### src/rtl/idct_seq_pkg.sv
package idct_seq_pkg;
    localparam int BLK     = 8;                 // transform size
    localparam int HALF_W  = BLK / 2;           // columns per half
    localparam int ROW_AW  = $clog2(BLK);
    localparam int ADDR_W  = ROW_AW + 1;        // {row, half}
    localparam int IDX_W   = 2 * ROW_AW;
    localparam int DC_SHIFT = 2;

    typedef enum logic [1:0] {
        DP_COL_FULL = 2'd0,
        DP_COL_RED  = 2'd1,
        DP_ROW_FULL = 2'd2,
        DP_ROW_RED  = 2'd3
    } dp_mode_e;

    typedef enum logic [1:0] {
        HC_FULL, HC_RED, HC_DC, HC_ZERO
    } half_class_e;

    typedef enum logic [2:0] {
        ST_IDLE, ST_LOAD, ST_COL, ST_ROW, ST_EMIT, ST_DONE
    } seq_state_e;
endpackage

### src/rtl/idct_half_cls.sv
module idct_half_cls
    import idct_seq_pkg::*;
#(
    parameter int CW = 16
) (
    input  logic                     clk,
    input  logic                     rst_n,
    input  logic                     clr,
    input  logic                     row_vld,
    input  logic [ROW_AW-1:0]        row_idx,
    input  logic [HALF_W*CW-1:0]     row_data,
    output half_class_e              cls
);
    typedef struct packed {
        logic hi_nz;   // any nonzero in rows 4..7
        logic ac_nz;   // any nonzero in rows 1..7
        logic dc_nz;   // any nonzero in row 0
    } flags_t;

    flags_t f_d, f_q;

    always_comb begin
        logic nz;
        f_d = f_q;
        nz  = |row_data;
        if (clr) begin
            f_d = '0;
        end else if (row_vld) begin
            if (row_idx[ROW_AW-1])   f_d.hi_nz = f_q.hi_nz | nz;
            if (row_idx != '0)       f_d.ac_nz = f_q.ac_nz | nz;
            else                     f_d.dc_nz = f_q.dc_nz | nz;
        end
    end

    always_ff @(posedge clk or negedge rst_n) begin
        if (!rst_n) f_q <= '0;
        else        f_q <= f_d;
    end

    always_comb begin
        if (f_q.hi_nz)      cls = HC_FULL;
        else if (f_q.ac_nz) cls = HC_RED;
        else if (f_q.dc_nz) cls = HC_DC;
        else                cls = HC_ZERO;
    end

    // a cleared classifier must report an all-zero half
    assert_clear_zero_R13: assert property (@(posedge clk) disable iff (!rst_n)
        clr |=> (cls == HC_ZERO));
endmodule

### src/rtl/idct_ws_bank.sv
module idct_ws_bank
    import idct_seq_pkg::*;
#(
    parameter int WW = 16
) (
    input  logic                      clk,
    input  logic                      rst_n,
    input  logic                      wr_en,
    input  logic [ROW_AW-1:0]         wr_row,
    input  logic [HALF_W-1:0][WW-1:0] wr_data,
    input  logic [1:0]                rd_pos,
    output logic [BLK-1:0][WW-1:0]    rd_data
);
    logic [BLK-1:0][HALF_W-1:0][WW-1:0] mem_d, mem_q;

    always_comb begin
        mem_d = mem_q;
        if (wr_en) mem_d[wr_row] = wr_data;
    end

    always_ff @(posedge clk or negedge rst_n) begin
        if (!rst_n) mem_q <= '0;
        else        mem_q <= mem_d;
    end

    // column read: entry rd_pos of every workspace row, row order = lane order
    for (genvar j = 0; j < BLK; j++) begin : g_rd
        assign rd_data[j] = mem_q[j][rd_pos];
    end
endmodule

### src/rtl/idct_zskip_seq.sv
module idct_zskip_seq
    import idct_seq_pkg::*;
#(
    parameter int CW = 16,
    parameter int QW = 16,
    parameter int WW = 16
) (
    input  logic                 clk,
    input  logic                 rst_n,
    input  logic                 start,
    output logic                 busy,
    output logic                 done,
    output logic                 coef_rd_en,
    output logic [ADDR_W-1:0]    coef_addr,
    input  logic [HALF_W*CW-1:0] coef_rdata,
    output logic                 q_rd_en,
    output logic [ADDR_W-1:0]    q_addr,
    input  logic [HALF_W*QW-1:0] q_rdata,
    output logic                 dp_req,
    output logic [1:0]           dp_mode,
    output logic [BLK*WW-1:0]    dp_in,
    input  logic [BLK*WW-1:0]    dp_out,
    output logic                 out_valid,
    output logic [IDX_W-1:0]     out_idx,
    output logic [WW-1:0]        out_data
);
    localparam int PW = CW + QW;

    typedef struct packed {
        seq_state_e                      st;
        logic [3:0]                      cnt;
        logic                            half;
        logic                            pend;
        logic [ROW_AW-1:0]               prow;
        logic [BLK-1:0][HALF_W-1:0][WW-1:0] dq;
        logic                            rz;
        logic [ROW_AW-1:0]               krow;
        logic [BLK-1:0][WW-1:0]          rowbuf;
        logic                            ovld;
        logic [IDX_W-1:0]                oidx;
        logic [WW-1:0]                   odata;
        logic                            done;
    } seq_t;

    seq_t s_d, s_q;

    half_class_e                cls;
    logic                       cls_clr;
    logic [HALF_W-1:0][WW-1:0]  dq_row;
    logic signed [PW-1:0]       prod [HALF_W];
    logic                       rd_en_c, req_c;
    dp_mode_e                   mode_c;
    logic [BLK-1:0][WW-1:0]     din_c, dout_v, wsl_rd, wsr_rd;
    logic                       wsl_we, wsr_we;
    logic [HALF_W-1:0][WW-1:0]  wsl_wd, wsr_wd;
    logic [ROW_AW-1:0]          ws_row;
    logic [WW-1:0]              dc_val;

    assign dout_v = dp_out;

    always_comb begin
        for (int i = 0; i < HALF_W; i++) begin
            prod[i]   = $signed(coef_rdata[i*CW +: CW]) * $signed(q_rdata[i*QW +: QW]);
            dq_row[i] = prod[i][WW-1:0];
        end
    end

    idct_half_cls #(.CW(CW)) u_cls (
        .clk(clk), .rst_n(rst_n), .clr(cls_clr), .row_vld(s_q.pend),
        .row_idx(s_q.prow), .row_data(coef_rdata), .cls(cls));

    idct_ws_bank #(.WW(WW)) u_ws_lo (
        .clk(clk), .rst_n(rst_n), .wr_en(wsl_we), .wr_row(ws_row),
        .wr_data(wsl_wd), .rd_pos(s_q.krow[1:0]), .rd_data(wsl_rd));

    idct_ws_bank #(.WW(WW)) u_ws_hi (
        .clk(clk), .rst_n(rst_n), .wr_en(wsr_we), .wr_row(ws_row),
        .wr_data(wsr_wd), .rd_pos(s_q.krow[1:0]), .rd_data(wsr_rd));

    always_comb begin
        s_d      = s_q;
        s_d.pend = 1'b0;
        s_d.ovld = 1'b0;
        s_d.done = 1'b0;
        rd_en_c  = 1'b0;
        req_c    = 1'b0;
        mode_c   = DP_COL_FULL;
        din_c    = '0;
        cls_clr  = 1'b0;
        wsl_we   = 1'b0;
        wsr_we   = 1'b0;
        wsl_wd   = '0;
        wsr_wd   = '0;
        ws_row   = {s_q.half, s_q.cnt[1:0]};
        dc_val   = s_q.dq[0][s_q.cnt[1:0]] << DC_SHIFT;

        if (s_q.pend) s_d.dq[s_q.prow] = dq_row;

        unique case (s_q.st)
            ST_IDLE: if (start) begin
                s_d.st   = ST_LOAD;
                s_d.half = 1'b0;
                s_d.cnt  = '0;
                s_d.rz   = 1'b0;
                cls_clr  = 1'b1;
            end
            ST_LOAD: begin
                if (s_q.cnt < 4'(BLK)) begin
                    rd_en_c  = 1'b1;
                    s_d.pend = 1'b1;
                    s_d.prow = s_q.cnt[ROW_AW-1:0];
                end
                s_d.cnt = s_q.cnt + 4'd1;
                if (s_q.cnt == 4'(BLK)) begin
                    s_d.st  = ST_COL;
                    s_d.cnt = '0;
                end
            end
            ST_COL: begin
                if (cls == HC_FULL || cls == HC_RED) begin
                    req_c  = 1'b1;
                    mode_c = (cls == HC_RED) ? DP_COL_RED : DP_COL_FULL;
                    for (int j = 0; j < BLK; j++) din_c[j] = s_q.dq[j][s_q.cnt[1:0]];
                    wsl_we = 1'b1;
                    wsr_we = 1'b1;
                    for (int k = 0; k < HALF_W; k++) begin
                        wsl_wd[k] = dout_v[k];
                        wsr_wd[k] = dout_v[k+HALF_W];
                    end
                end else if (cls == HC_ZERO && s_q.half) begin
                    s_d.rz = 1'b1;
                end else begin
                    wsl_we = 1'b1;
                    wsr_we = 1'b1;
                    wsl_wd = {HALF_W{dc_val}};
                    wsr_wd = {HALF_W{dc_val}};
                end
                s_d.cnt = s_q.cnt + 4'd1;
                if (s_q.cnt == 4'(HALF_W - 1)) begin
                    s_d.cnt = '0;
                    if (!s_q.half) begin
                        s_d.half = 1'b1;
                        s_d.st   = ST_LOAD;
                        cls_clr  = 1'b1;
                    end else begin
                        s_d.st   = ST_ROW;
                        s_d.krow = '0;
                    end
                end
            end
            ST_ROW: begin
                req_c  = 1'b1;
                mode_c = s_q.rz ? DP_ROW_RED : DP_ROW_FULL;
                for (int j = 0; j < BLK; j++) begin
                    if (s_q.rz && j >= HALF_W) din_c[j] = '0;
                    else din_c[j] = s_q.krow[ROW_AW-1] ? wsr_rd[j] : wsl_rd[j];
                end
                s_d.rowbuf = dout_v;
                s_d.st     = ST_EMIT;
                s_d.cnt    = '0;
            end
            ST_EMIT: begin
                s_d.ovld  = 1'b1;
                s_d.oidx  = {s_q.krow, s_q.cnt[ROW_AW-1:0]};
                s_d.odata = s_q.rowbuf[s_q.cnt[ROW_AW-1:0]];
                s_d.cnt   = s_q.cnt + 4'd1;
                if (s_q.cnt == 4'(BLK - 1)) begin
                    s_d.cnt = '0;
                    if (s_q.krow == ROW_AW'(BLK - 1)) s_d.st = ST_DONE;
                    else begin
                        s_d.krow = s_q.krow + 1'b1;
                        s_d.st   = ST_ROW;
                    end
                end
            end
            ST_DONE: begin
                s_d.done = 1'b1;
                s_d.st   = ST_IDLE;
            end
            default: s_d.st = ST_IDLE;
        endcase
    end

    always_ff @(posedge clk or negedge rst_n) begin
        if (!rst_n) s_q <= '{st: ST_IDLE, default: '0};
        else        s_q <= s_d;
    end

    assign busy       = (s_q.st != ST_IDLE);
    assign done       = s_q.done;
    assign coef_rd_en = rd_en_c;
    assign q_rd_en    = rd_en_c;
    assign coef_addr  = {s_q.cnt[ROW_AW-1:0], s_q.half};
    assign q_addr     = {s_q.cnt[ROW_AW-1:0], s_q.half};
    assign dp_req     = req_c;
    assign dp_mode    = mode_c;
    assign dp_in      = din_c;
    assign out_valid  = s_q.ovld;
    assign out_idx    = s_q.oidx;
    assign out_data   = s_q.odata;

    // no datapath issue while a half is still being fetched
    assert_no_issue_in_fetch_R13: assert property (@(posedge clk) disable iff (!rst_n)
        coef_rd_en |-> !dp_req);
    // reduced row pass never consumes workspace rows 4..7
    assert_reduced_upper_zero_R7: assert property (@(posedge clk) disable iff (!rst_n)
        (dp_req && dp_mode == 2'd3) |-> (dp_in[BLK*WW-1:HALF_W*WW] == '0));
    assert_done_single_R11: assert property (@(posedge clk) disable iff (!rst_n)
        done |=> !done);
    assert_done_after_last_R11: assert property (@(posedge clk) disable iff (!rst_n)
        done |-> ($past(out_valid) && $past(out_idx) == IDX_W'(BLK*BLK - 1)));
    assert_start_ignored_R12: assert property (@(posedge clk) disable iff (!rst_n)
        (busy && start) |=> (busy || done));
    assert_sample_in_block_R10: assert property (@(posedge clk) disable iff (!rst_n)
        out_valid |-> busy);
endmodule

### config.mk
export PLATFORM = sky130hd
export DESIGN_NAME = idct_zskip_seq
export DESIGN_NICKNAME = d
export VERILOG_FILES = /design/src/rtl/idct_seq_pkg.sv /design/src/rtl/idct_half_cls.sv /design/src/rtl/idct_ws_bank.sv /design/src/rtl/idct_zskip_seq.sv
export SDC_FILE = /design/constraint.sdc
export NUM_CORES = 2
export LEC_CHECK = 0
export BUFFER_PORTS_ARGS = -buffer_cell sky130_fd_sc_hd__buf_4
export CORE_AREA = 2 2 386 388
export DETAILED_ROUTE_END_ITERATION = 7
export DIE_AREA = 0 0 388 390
export PLACE_DENSITY = 0.8
export SYNTH_ARGS = -nofsm -noshare
export SYNTH_HDL_FRONTEND = slang
export SYNTH_SLANG_ARGS = --single-unit
### constraint.sdc
create_clock -name clk -period 2.65 [get_ports clk]
set_input_delay 0.265 -clock clk [delete_from_list [all_inputs] [get_ports clk]]
set_output_delay 0.265 -clock clk [all_outputs]
set_load 0.02 [all_outputs]
---- After elaboration in Yosys (flattened, before gate mapping) ----
Index checks and enable logic that the tools add are counted.
storage, ports and cells
  bits of input ports ..................... 259
  register bits after elaboration ......... 1707
  memory bits (read-only) ................. 0
  bits in writable memories ............... 0
  bits in latches ......................... 0
  output and inout bits ................... 166
  word-level logic and storage cells ...... 300
  memories kept ........................... 0
cells by class
  shifts and indexed selects .............. 0
  $lt $le $gt $ge ......................... 8
  equality and inequality tests ........... 20
  add/subtract/negate cells ............... 2
  reduce and logical (&&, ||, !) cells .... 24
  divide/modulo/power cells ............... 0
  multiply operators ...................... 4
  multiplexer cells ....................... 121
  bitwise operators ....................... 3
operator list
  operator                                                    number
  bitwise mux 512 bit                                         3
  binary-select mux 16 bit (select 2 bit)                     24
  2-to-1 mux 16 bit                                           37
  2-to-1 mux 64 bit                                           7
  demux 64 bit (select 3 bit)                                 2
  case mux 128 bit (2 select lines)                           1
  2-to-1 mux 128 bit                                          1
  multiplier 16 x 16 -> 16 bit                                4
  OR reduction 64 bit                                         1
  binary-select mux 16 bit (select 3 bit)                     1
  2-to-1 mux 23 bit                                           1
  2-to-1 mux 3 bit                                            7
  2-to-1 mux 1 bit                                            20
  case mux 4 bit (5 select lines)                             1
  != test 2 bit, second input constant                        9
  2-to-1 mux 8 bit                                            2
  case mux 3 bit (5 select lines)                             1
  2-to-1 mux 7 bit                                            2
  less-than comparator 3 x 4 -> 1 bit, second input constant  3
  AND reduction 2 bit                                         5
  nonzero test 2 bit                                          5
  == test 3 bit, second input constant                        3
  2-to-1 mux 4 bit                                            2
  case mux 1 bit (2 select lines)                             4
  other kinds (25)                                            36

---- Depth between registers and ports, before layout ----
  depth after elaboration ................. 9
  depth in mapped cells ................... 22
  mapped depth without buffers ............ 21

---- Cells and area by module ----
From an unflattened synthesis, not the netlist that was laid out.
unflattened totals
  cells, all modules ...................... 7666
  area, all modules ....................... 95115.0 µm²
modules (own cells, without submodules)
  module                  times used  area each (µm²)  cells each  seq. area each (µm²)
  idct_zskip_seq          1           48955.7          5144        17016.3
  idct_ws_bank (u_ws_hi)  1           22940.8          1243        12812.3
  idct_ws_bank (u_ws_lo)  1           22934.5          1243        12812.3
  idct_half_cls           1           284.0            36          75.1

---- Least setup slack after synthesis ----
Ideal clock, no wire load.
  path type ............................... input port to flip-flop
  from .................................... input port q_rdata[49]
  to ...................................... register s_q[282] (netlist bit)
  setup time .............................. 0.139 ns
  stages .................................. 17
  path slack .............................. -2.481 ns
  buffers on the path ..................... 1
  data required time ...................... 2.511 ns
  data arrival time ....................... 4.993 ns
  path through ............................ clkbuf_1 -> nand2_1 -> fa_1 -> fa_1 -> inv_1 -> fa_1 -> inv_1 -> fa_1 -> fa_1 -> fa_1 -> inv_1 -> ha_1 -> o2111a_1 -> o31ai_1 -> a311o_1 -> xor2_1 -> o21ai_0
on the way
  word-level cells in the longest chain between the ends .. 2
RTL lines
  item                          RTL line               source
  from (decl)                   idct_zskip_seq.sv:18   input logic [HALF_W*QW-1:0] q_rdata,
  multiplier 16 x 16 -> 16 bit  idct_zskip_seq.sv:63   prod[i] = $signed(coef_rdata[i*CW +: CW]) * $signed(q_rdata[i*QW +: QW]);
  bitwise mux 512 bit           idct_zskip_seq.sv:97   if (s_q.pend) s_d.dq[s_q.prow] = dq_row;
  to (signal assigned)          idct_zskip_seq.sv:185  if (!rst_n) s_q <= '{st: ST_IDLE, default: '0};
  to (signal assigned)          idct_zskip_seq.sv:186  else s_q <= s_d;
  to (decl)                     idct_zskip_seq.sv:45   seq_t s_d, s_q;
Every way passes these cells.
A chain may end at the register's enable or synchronous reset.

---- Worst setup path after layout ----
  from .................................... input port q_rdata[37]
  to ...................................... register s_q[392] (netlist bit)
The elaborated chain is that of the path after synthesis.

==> qor.yml <==
floorplan:
  initial_core_util_pct: 61.70
  fp.dieW_um: 388
  die-area_um2: 151300
  die_h_um: 390
  core_um2: 147100
  pin_count: 425
  row_count: 141
placed_design:
  pre_cts_slack_ns: -2.587
  dp_hpwl_um: 220000
  numPortBuffers: 424
  place.gp.congestion: 0.9666
  placed_cell_area_um2: 102000
timing:
  maxSlewViolCount: 0
  hold_slack_ns: 0.1781
  slew_headroom_pct: 27.12
  hold_viol: 0
  min_period_over_period_pct: 164.7
  setup-violations-final: 630
  fmax_ghz: 0.2292
  tightest_slew_ns: 1.082
  period_needed_ns: 4.364
  finalSetupTns_ns: -527.22
  worst_slack_ns: -1.714
  finClkSkew_ns: 0.03857
  rsz0062_at_grt: "yes"
layout:
  final_cell_area_um2: 113400
  synthToLayoutAreaGrowth_pct: 24.90
  multi_input_area_um2: 46520
  layout.cells.most_common_list: "nand2_1, dfrtp_1, o21ai_0, buf_4, inv_1"
  final-seq-area_um2: 42730
  final_nets: 10580
  final_common_cell: "nand2_1"
  drive_gt1_share_pct: 28.25
  fill_cells: 8197
global_route:
  track_usage_pct: 44.90
  grt_pass1_wl_um: 500600
  grt_remaining_overflow: 0
  grt_pass1_vias: 79130
  grt_antenna_before_repair: 40
  grt_max_degree: 225
synthesis:
  yosysWarnings: 0
  netlist_instances: 8711
  synth_edf_count: 0
  async_flop_share_pct: 100.0
  dominantRegCellSynth: "dfrtp_1"
  synth_area_um2: 90790
  netlist-cell-type-count: 62
  synth-seq-cells: 1707
  syn_nets: 9534
  synth_area_per_cell_um2: 10.42
  ys_seq_area_share_pct: 47.05
setup_path:
  start_kind: "primary input"
  crit_path_top_delay_cell: "fa_1"
  timing.rr.start: "coef_addr[1]$_DFFE_PN0P_"
  end_kind: "register"
  r2r-end: "u_ws_lo.mem_q[492]$_DFFE_PN0P_"
  cp.arrival_ns: 5.03
  reg2reg_depth: 6
  path_buf_inv: 8
  crit_fanout: 10
  slowest_delay_ns: 0.53
  crit_family: "adder cells"
  cp_cell_sequence: "buf_8, and2_4, fa_1, inv_1, fa_1, fa_1, fa_1, inv_2, fa_1, inv_1, fa_1, inv_2, ha_4, buf_6, buf_6, a21oi_4, nand2_4, xnor2_4, buf_12, o21ai_1"
  crit_top_cell: "fa_1"
  required_ns: 3.32
  path_class: "in -> reg"
  reg2reg_setup_slack_ns: -0.16
power:
  total_leakage_power_uw: 0.05335
  ir_drop_mv: 2.507
  powerDensity_nw_per_um2: 1293
cts:
  cts_buffers: 162
  clk_latency_ns: 0.85
  cts.sinks: 1707
  h-tree-depth: 4
  cts_tree: "yes"
  root_buffer: "clkbuf_16"
  cts.path.max_buffers: 3
  clk_pin_slew_ns: 0.06
routing:
  drt_iter0_markers: 10980
  post-route-drc-count: 37
  dr.pass1.iters: 8
  wirelength_um: 339100
  via_per_inst: 6.549
  wl_per_cell_um: 28.65
  dr_total_vias: 77500
  final_antenna_net_count: 0
run:
  drv_cap: 0
status:
  violations: "design-rule violations, negative setup slack"
  outcome: "finished, violations left"
hold_path:
  hp-class: "in -> async"
[how the worst max path moves through the flow]
stage                         from                   end  slack (ns)  depth (start not counted)
floorplan              q_rdata[36]  s_q[202]$_DFFE_PN0P_       -2.28                         18
global placement       q_rdata[36]  s_q[395]$_DFFE_PN0P_       -2.50                         18
detailed placement  coef_rdata[37]  s_q[457]$_DFFE_PN0P_       -2.59                         20
CTS                 coef_rdata[58]  s_q[411]$_DFFE_PN0P_       -1.63                         18
global route        coef_rdata[36]  s_q[650]$_DFFE_PN0P_       -1.85                         20
finish                 q_rdata[37]  s_q[392]$_DFFE_PN0P_       -1.71                         20
[worst min-delay path: stages]
cell	delay (ns)
dlygate4sd3_1	0.61
buf_16	0.22
buf_12	0.23
[per-stage QoR]
step | cells | total power, uW | util [%]
floorplan | 8711 | 73510 | -
global placement | 11300 | 100600 | 69.29
detailed placement | 11300 | 103600 | 69.29
CTS | 11790 | 135900 | 76.35
global route | 11820 | 151600 | 77.05
finish | 11830 | 146700 | 77.07
[cell usage after synthesis, types with 6 or more instances]
library cell     n  area share, %
nand2_1       2264            9.4
dfrtp_1       1707             47
o21ai_0       1565            8.6
inv_1          507            2.1
mux4_2         416             10
clkbuf_1       391            1.6
fa_1           316            7.0
and2_1         248            1.7
ha_1           248            3.4
mux2i_1        148            1.6
buf_2          142           0.78
mux2_2         137            1.7
xnor2_1        113            1.1
o21ai_1         88           0.49
nor2_1          57           0.24
a21oi_1         51           0.28
xor2_1          43           0.41
buf_1           40           0.17
buf_4           34           0.28
nor4_1          17           0.12
a21o_1          16           0.13
o21ai_2         16           0.15
nand3_1         14          0.077
nor3_1          11          0.061
nand2b_1        10          0.069
o21a_1           9          0.074
a21oi_4          8           0.14
o21bai_1         8          0.066
nor2b_1          7          0.048
o211ai_1         7          0.058
or3_1            7          0.048
a21oi_2          6          0.058
[cells by family after synthesis]
kind of cell               count (synthesis)  synth area share, %
buffers and inverters                   1120                5.000
DFF                                     1707                47.05
xor gates and xnor gates                 164                1.703
muxes                                    701                13.65
and+or+nand+nor                         2655                11.87
AOI/OAI and AO/OA                       1800                10.34
adders and majority gates                564                10.39
[layer usage]
layer	GRT usage (%)	part of all wire [%]
met5	0	0.055
met4	39.90	12
met1	51.42	32
met2	66.04	44
met3	17.06	13
[layout make-up]
type                    count  share of cell area, %
diodes                     19                0.04193
well taps                1930                  2.130
clock buffers             240                  4.153
flip-flops and latches   1707                  37.68
multi-input cells        5884                  41.03
repair buffers           1495                  12.71
clock inverters            50                 0.5671
inverters                 509                  1.694
[sequential cells by signal (all words and copies together), names as in the netlist]
signal,count
coef_addr,4
done,1
out_data,16
out_idx,6
out_valid,1
s_q,652
u_cls.f_q,3
u_ws_hi.mem_q,512
u_ws_lo.mem_q,512
[power by group]
group	switching (uW)	internal, uW
combinational	46900	36200
sequential	5330	34300
clock	10700	13200
[repair_timing]
item | in CTS | in global routing
setup endpoints to repair | 500 | 818
hold endpoints to repair | 1373 | 0
pin swaps | 294 | 120
hold buffers | 131 | 0
setup buffers | 85 | 26
gates cloned | 11 | 2
gates resized for setup | 877 | 184
(Power assumes the default switching activity.)
